## src/rtl/ppneg_pkg.sv

```systemverilog
`timescale 1ns/1ps
package ppneg_pkg;
    // Synchronized state of the two host control lines
    typedef struct packed {
        logic a;   // active high line
        logic b;   // active low line
    } line_pair_t;

    // One-sample classification result
    typedef struct packed {
        logic coinc;   // A rise together with B fall
        logic nibble;  // B fall, A high and steady
        logic compat;  // B fall, A low
    } evt_t;

    localparam logic IDLE_A = 1'b0;
    localparam logic IDLE_B = 1'b1;
endpackage

```

## src/rtl/ppneg_sync.sv

```systemverilog
`timescale 1ns/1ps
module ppneg_sync #(
    parameter int   STAGES  = 2,
    parameter logic RST_VAL = 1'b0
) (
    input  logic clk,
    input  logic rst_n,
    input  logic din,
    output logic dout
);
    logic [STAGES-1:0] chain_d, chain_q;

    generate
        if (STAGES == 1) begin : g_single
            always_comb chain_d = din;
        end else begin : g_chain
            always_comb chain_d = {chain_q[STAGES-2:0], din};
        end
    endgenerate

    always_ff @(posedge clk or negedge rst_n) begin
        if (!rst_n) chain_q <= {STAGES{RST_VAL}};
        else        chain_q <= chain_d;
    end

    assign dout = chain_q[STAGES-1];
endmodule

```

## src/rtl/ppneg_classify.sv

```systemverilog
`timescale 1ns/1ps
module ppneg_classify
    import ppneg_pkg::*;
(
    input  logic       clk,
    input  logic       rst_n,
    input  line_pair_t cur_i,
    output evt_t       evt_o
);
    typedef struct packed {
        line_pair_t prev;
    } cls_state_t;

    cls_state_t st_d, st_q;
    logic moved, parity_same, both_moved, a_rise, b_fall;

    always_comb begin
        st_d        = st_q;
        st_d.prev   = cur_i;
        moved       = (cur_i.a ^ st_q.prev.a) | (cur_i.b ^ st_q.prev.b);
        parity_same = (cur_i.a ^ cur_i.b) == (st_q.prev.a ^ st_q.prev.b);
        both_moved  = moved & parity_same;
        a_rise      = cur_i.a & ~st_q.prev.a;
        b_fall      = ~cur_i.b & st_q.prev.b;
        evt_o.coinc  = both_moved & a_rise & ~cur_i.b;
        evt_o.nibble = b_fall & cur_i.a & st_q.prev.a;
        evt_o.compat = b_fall & ~cur_i.a;
    end

    always_ff @(posedge clk or negedge rst_n) begin
        if (!rst_n) begin
            st_q.prev.a <= IDLE_A;
            st_q.prev.b <= IDLE_B;
        end else begin
            st_q <= st_d;
        end
    end

    // previous-value register holds the last synchronized sample
    a_r2_prev_tracks: assert property (@(posedge clk) disable iff (!rst_n)
        st_q.prev == $past(cur_i));
    // one event class per sample at most
    a_r8_one_event: assert property (@(posedge clk) disable iff (!rst_n)
        $onehot0(evt_o));
endmodule

```

## src/rtl/ppneg_flags.sv

```systemverilog
`timescale 1ns/1ps
module ppneg_flags
    import ppneg_pkg::*;
(
    input  logic clk,
    input  logic rst_n,
    input  evt_t evt_i,
    input  logic clr_i,
    output logic neg_o,
    output logic nib_o,
    output logic cw_o
);
    typedef struct packed {
        logic neg;
        logic nib;
        logic cw;
    } flag_t;

    flag_t fl_d, fl_q;

    always_comb begin
        fl_d     = fl_q;
        fl_d.nib = evt_i.nibble;
        fl_d.cw  = evt_i.compat;
        if (evt_i.coinc)  fl_d.neg = 1'b1;
        else if (clr_i)   fl_d.neg = 1'b0;
    end

    always_ff @(posedge clk or negedge rst_n) begin
        if (!rst_n) fl_q <= '0;
        else        fl_q <= fl_d;
    end

    assign neg_o = fl_q.neg;
    assign nib_o = fl_q.nib;
    assign cw_o  = fl_q.cw;

    // flag holds while no clear is requested
    a_r5_sticky: assert property (@(posedge clk) disable iff (!rst_n)
        (fl_q.neg && !clr_i) |=> fl_q.neg);
    // clear without a simultaneous event drops the flag
    a_r9_clear: assert property (@(posedge clk) disable iff (!rst_n)
        (clr_i && !evt_i.coinc) |=> !fl_q.neg);
    // a detected coincidence always leaves the flag set
    a_r9_set_wins: assert property (@(posedge clk) disable iff (!rst_n)
        evt_i.coinc |=> fl_q.neg);
    // nibble strobe never spans two cycles
    a_r6_single_nib: assert property (@(posedge clk) disable iff (!rst_n)
        fl_q.nib |=> !fl_q.nib);
    // compatibility strobe never spans two cycles
    a_r7_single_cw: assert property (@(posedge clk) disable iff (!rst_n)
        fl_q.cw |=> !fl_q.cw);
endmodule

```

## src/rtl/pp_negotiation_detector.sv

```systemverilog
`timescale 1ns/1ps
module pp_negotiation_detector
    import ppneg_pkg::*;
#(
    parameter int SYNC_STAGES = 2
) (
    input  logic clk,
    input  logic rst_n,
    input  logic line_a_i,
    input  logic line_b_i,
    input  logic neg_clr_i,
    output logic neg_flag_o,
    output logic nibble_rd_o,
    output logic compat_wr_o
);
    line_pair_t sync_pair;
    evt_t       evt;

    ppneg_sync #(.STAGES(SYNC_STAGES), .RST_VAL(IDLE_A)) u_sync_a (
        .clk(clk), .rst_n(rst_n), .din(line_a_i), .dout(sync_pair.a));

    ppneg_sync #(.STAGES(SYNC_STAGES), .RST_VAL(IDLE_B)) u_sync_b (
        .clk(clk), .rst_n(rst_n), .din(line_b_i), .dout(sync_pair.b));

    ppneg_classify u_classify (
        .clk(clk), .rst_n(rst_n), .cur_i(sync_pair), .evt_o(evt));

    ppneg_flags u_flags (
        .clk(clk), .rst_n(rst_n), .evt_i(evt), .clr_i(neg_clr_i),
        .neg_o(neg_flag_o), .nib_o(nibble_rd_o), .cw_o(compat_wr_o));

    // the two strobes never appear together
    a_r8_strobes_apart: assert property (@(posedge clk) disable iff (!rst_n)
        !(nibble_rd_o && compat_wr_o));
endmodule

```

## config.mk

```make
export PLATFORM = sky130hd
export DESIGN_NAME = pp_negotiation_detector
export DESIGN_NICKNAME = d
export VERILOG_FILES = /design/src/rtl/ppneg_pkg.sv /design/src/rtl/ppneg_sync.sv /design/src/rtl/ppneg_classify.sv /design/src/rtl/ppneg_flags.sv /design/src/rtl/pp_negotiation_detector.sv
export SDC_FILE = /design/constraint.sdc
export NUM_CORES = 1
export LEC_CHECK = 0
export BUFFER_PORTS_ARGS = -buffer_cell sky130_fd_sc_hd__buf_2
export CORE_AREA = 2 2 39 41
export DETAILED_ROUTE_END_ITERATION = 16
export DIE_AREA = 0 0 41 43
export GPL_TIMING_DRIVEN = 0
export SLEW_MARGIN = 10
export SYNTH_ARGS = -nofsm -noshare
export SYNTH_HDL_FRONTEND = slang
export SYNTH_SLANG_ARGS = --single-unit
```

## constraint.sdc

```tcl
create_clock -name clk -period 1.8 [get_ports clk]
set_clock_uncertainty 0.15 [all_clocks]
set_input_delay 0.27 -clock clk [delete_from_list [all_inputs] [get_ports clk]]
set_output_delay 0.27 -clock clk [all_outputs]
set_load 0.02 [all_outputs]
```

==> impl_results.md <==
* Status: finished, final reports clean
* Crit path cell chain: inv_1, ha_1, nand2_1, a41o_1
* Initial antenna violation count at 0
* Largest delay share family, worst path: flip-flops
* GPL Wtd Cong at 0.5346
* Synthesis Warnings at 0
* Synth Area per Inst at 16.73 sq um
* CTS tree: done
* RSZ-0062 raised after global routing: no
* Max Slew Vio Count at 0
* Cts bufs inserted at 3
* Row Count at 14
* Cell taking the most area after synthesis: dfrtp_1
* NumNets Final at 41
* Boundary Pins at 8
* Number of H-tree levels at 1
* Critical path origin: u_sync_b.chain_q[1]$_DFF_PN1_
* Setup Buffers After CTS at 0
* Wire length per cell at 10.90 um
* Chip width at between 40 and 50 um
* Initial DRT Pass Iterations at 1
* Setup TNS at 0 ns
* Final worst path period share at 0.7705
* CP max-delay cell: dfstp_2
* Die area at 1763 sq um
* Post-synthesis register bit count at 9
* DR vias/cell at 4.000
* Via count at roughly 200
* Largest stage delay on the critical path at 0.53 ns
* Worst r2r src: u_sync_b.chain_q[1]$_DFF_PN1_
* DRC at 0
* First-pass GRT wire length at slightly below 900 um
* Final WS setup at between 0.4 and 0.5 ns
* CP bufs+invs at 1
* Pwr dens at 948.9 nW/um^2
* Capturing element type of the critical path: flip-flop
* Hold Crit Class: reg -> reg
* Final setup fails at 0
* Hold Violations, Final at 0
* Pre-CTS setup slack at between 0.4 and 0.5 ns
* Crit path DAT at around 1.4 ns
* Top cells by area, synth: dfrtp_1 47%, dfstp_2 25%, ha_1 7.9%
* Startpoint Class: flip-flop
* GRT Util Overall at 0.08682
* Worst-path clk slew at around 0.060 ns
* Root Driver: clkbuf_4
* Share of post-route cells with drive strength above 1 at 0.4242
* Area growth, synth to finish at 35.04%
* Syn Inst Count at 19
* Overflow after GRT at 0
* Placeable core area at 1384 sq um
* Worst-path maximum fanout at 2
* Post-synth top area share at 0.4724
* VDD IR max at 0.6391 mV
* Highest clock rate at 0.7210 GHz
* # resized after CTS at 0
* Worst-Skew Late Latency at about 0.25 ns
* Ant diodes at 0
* Vias in the first global route at ~220
* Post-CTS Hold Buffers at 3
* CTS max path bufs at 2
* Slew @ Worst Pin at 0.1902 ns
* Synth cell types at 9
* Antenna Nets Post-Route at 0
* Syn_nets at 26
* Max-cap violations at 0
* Largest net degree at the start of global routing at 10
* Post-synthesis sequential area ratio at 0.7205
* Mapped Area at 317.8 sq um
* Max_slew headroom at 0.8732
* Final min period at 1.387 ns
* Clock sinks at 9
* R2r setup slk at 0.41 ns
* Initial DRC Count at 0
* Setup CP Type: reg -> reg
* Lkg Pwr at 0.2306 nW
* Die Ht at roughly 43 um
* Hold_sp: u_sync_a.chain_q[0]$_DFF_PN0_
* Port Buffers at 7
* Initial Util at 0.2297
* Total wire length at around 530 um
* CP required at approximately 1.8 ns
## placed cells by master, fill, tap and decap left out, drive strengths merged
master,count
a41o,1
and3,1
buf,7
clkbuf,4
dfrtp,6
dfstp,3
dlygate4sd3,3
ha,2
inv,2
nand2,1
nor2b,2
xnor3,1
## final timing paths
check,end,cells after the start
hold reg to reg,u_sync_a.chain_q[1]$_DFF_PN0_,0
max in group asynchronous,u_sync_b.chain_q[0]$_DFF_PN1_,2
hold / removal,u_sync_a.chain_q[1]$_DFF_PN0_,0
setup / recovery,u_flags.neg_o$_DFFE_PN0P_,4
min in group asynchronous,u_flags.neg_o$_DFFE_PN0P_,2
setup reg to reg,u_flags.neg_o$_DFFE_PN0P_,4
## per-stage QoR
step                      cell area, sq um  power (mW)  hold WS (ns)  instances    util
after floorplan                      317.8      0.2406       -0.1756         19       -
after global placement               372.9      0.2527      -0.03150         42  0.2694
after detailed placement             372.9      0.2563      -0.02444         42  0.2694
after CTS                            429.2      0.4161        0.2021         49  0.3101
after global routing                 429.2      0.4393        0.2058         49  0.3101
final                                429.2      0.4073        0.1988         49  0.3101
## layout make-up
class / count / area [sq um]
Timing Repair Buffer: 10 / 65.06
Sequential cell: 9 / 229.0
Fill cell: 136 / 954.7
Inverter: 2 / 7.507
Clock buffer: 4 / 26.28
Tap cell: 16 / 20.02
Multi-Input combinational cell: 8 / 81.33
## synthesized netlist by cell type (all sizes together)
| cell | n |
|---|---|
| a41o | 1 |
| and3 | 1 |
| dfrtp | 6 |
| dfstp | 3 |
| ha | 2 |
| inv | 2 |
| nand2 | 1 |
| nor2b | 2 |
| xnor3 | 1 |
## worst register-to-register path, stage by stage, from the launching register on
cell and delay (ns):
dfstp_2 0.53, inv_1 0.06, ha_1 0.27, nand2_1 0.05
a41o_1 0.23
## flip-flops by register name, indices dropped and copies added, names as in the netlist
register	cells
u_sync_b.chain_q	2
u_sync_a.chain_q	2
u_flags.neg_o	1
u_flags.cw_o	1
u_classify.st_q	2
u_flags.nib_o	1
## layer usage
layer	GRT usage	up-vias	share of wire
li1	-	90	-
met1	0.07823	94	0.36
met2	0.1188	12	0.52
met3	0.09424	0	0.12
met4	0.04000	0	0
met5	0	-	0
## cells by family (layout without fill, tap and decap cells)
family	after synthesis	in the layout	share of synthesized area
fa+ha+maj	2	2	0.07873
buf+inv	2	16	0.02363
compound gates	1	1	0.03150
flops	9	9	0.7205
simple gates	4	4	0.07479
xor+xnor	1	1	0.07086
## report_power, final
group | switching [mW] | internal, mW | leakage (nW)
combinational | 0.0165 | 0.0200 | 0.108
sequential | 0.00549 | 0.215 | 0.107
clock | 0.0651 | 0.0851 | 0.0150
Power figures use the tool's default switching activity.
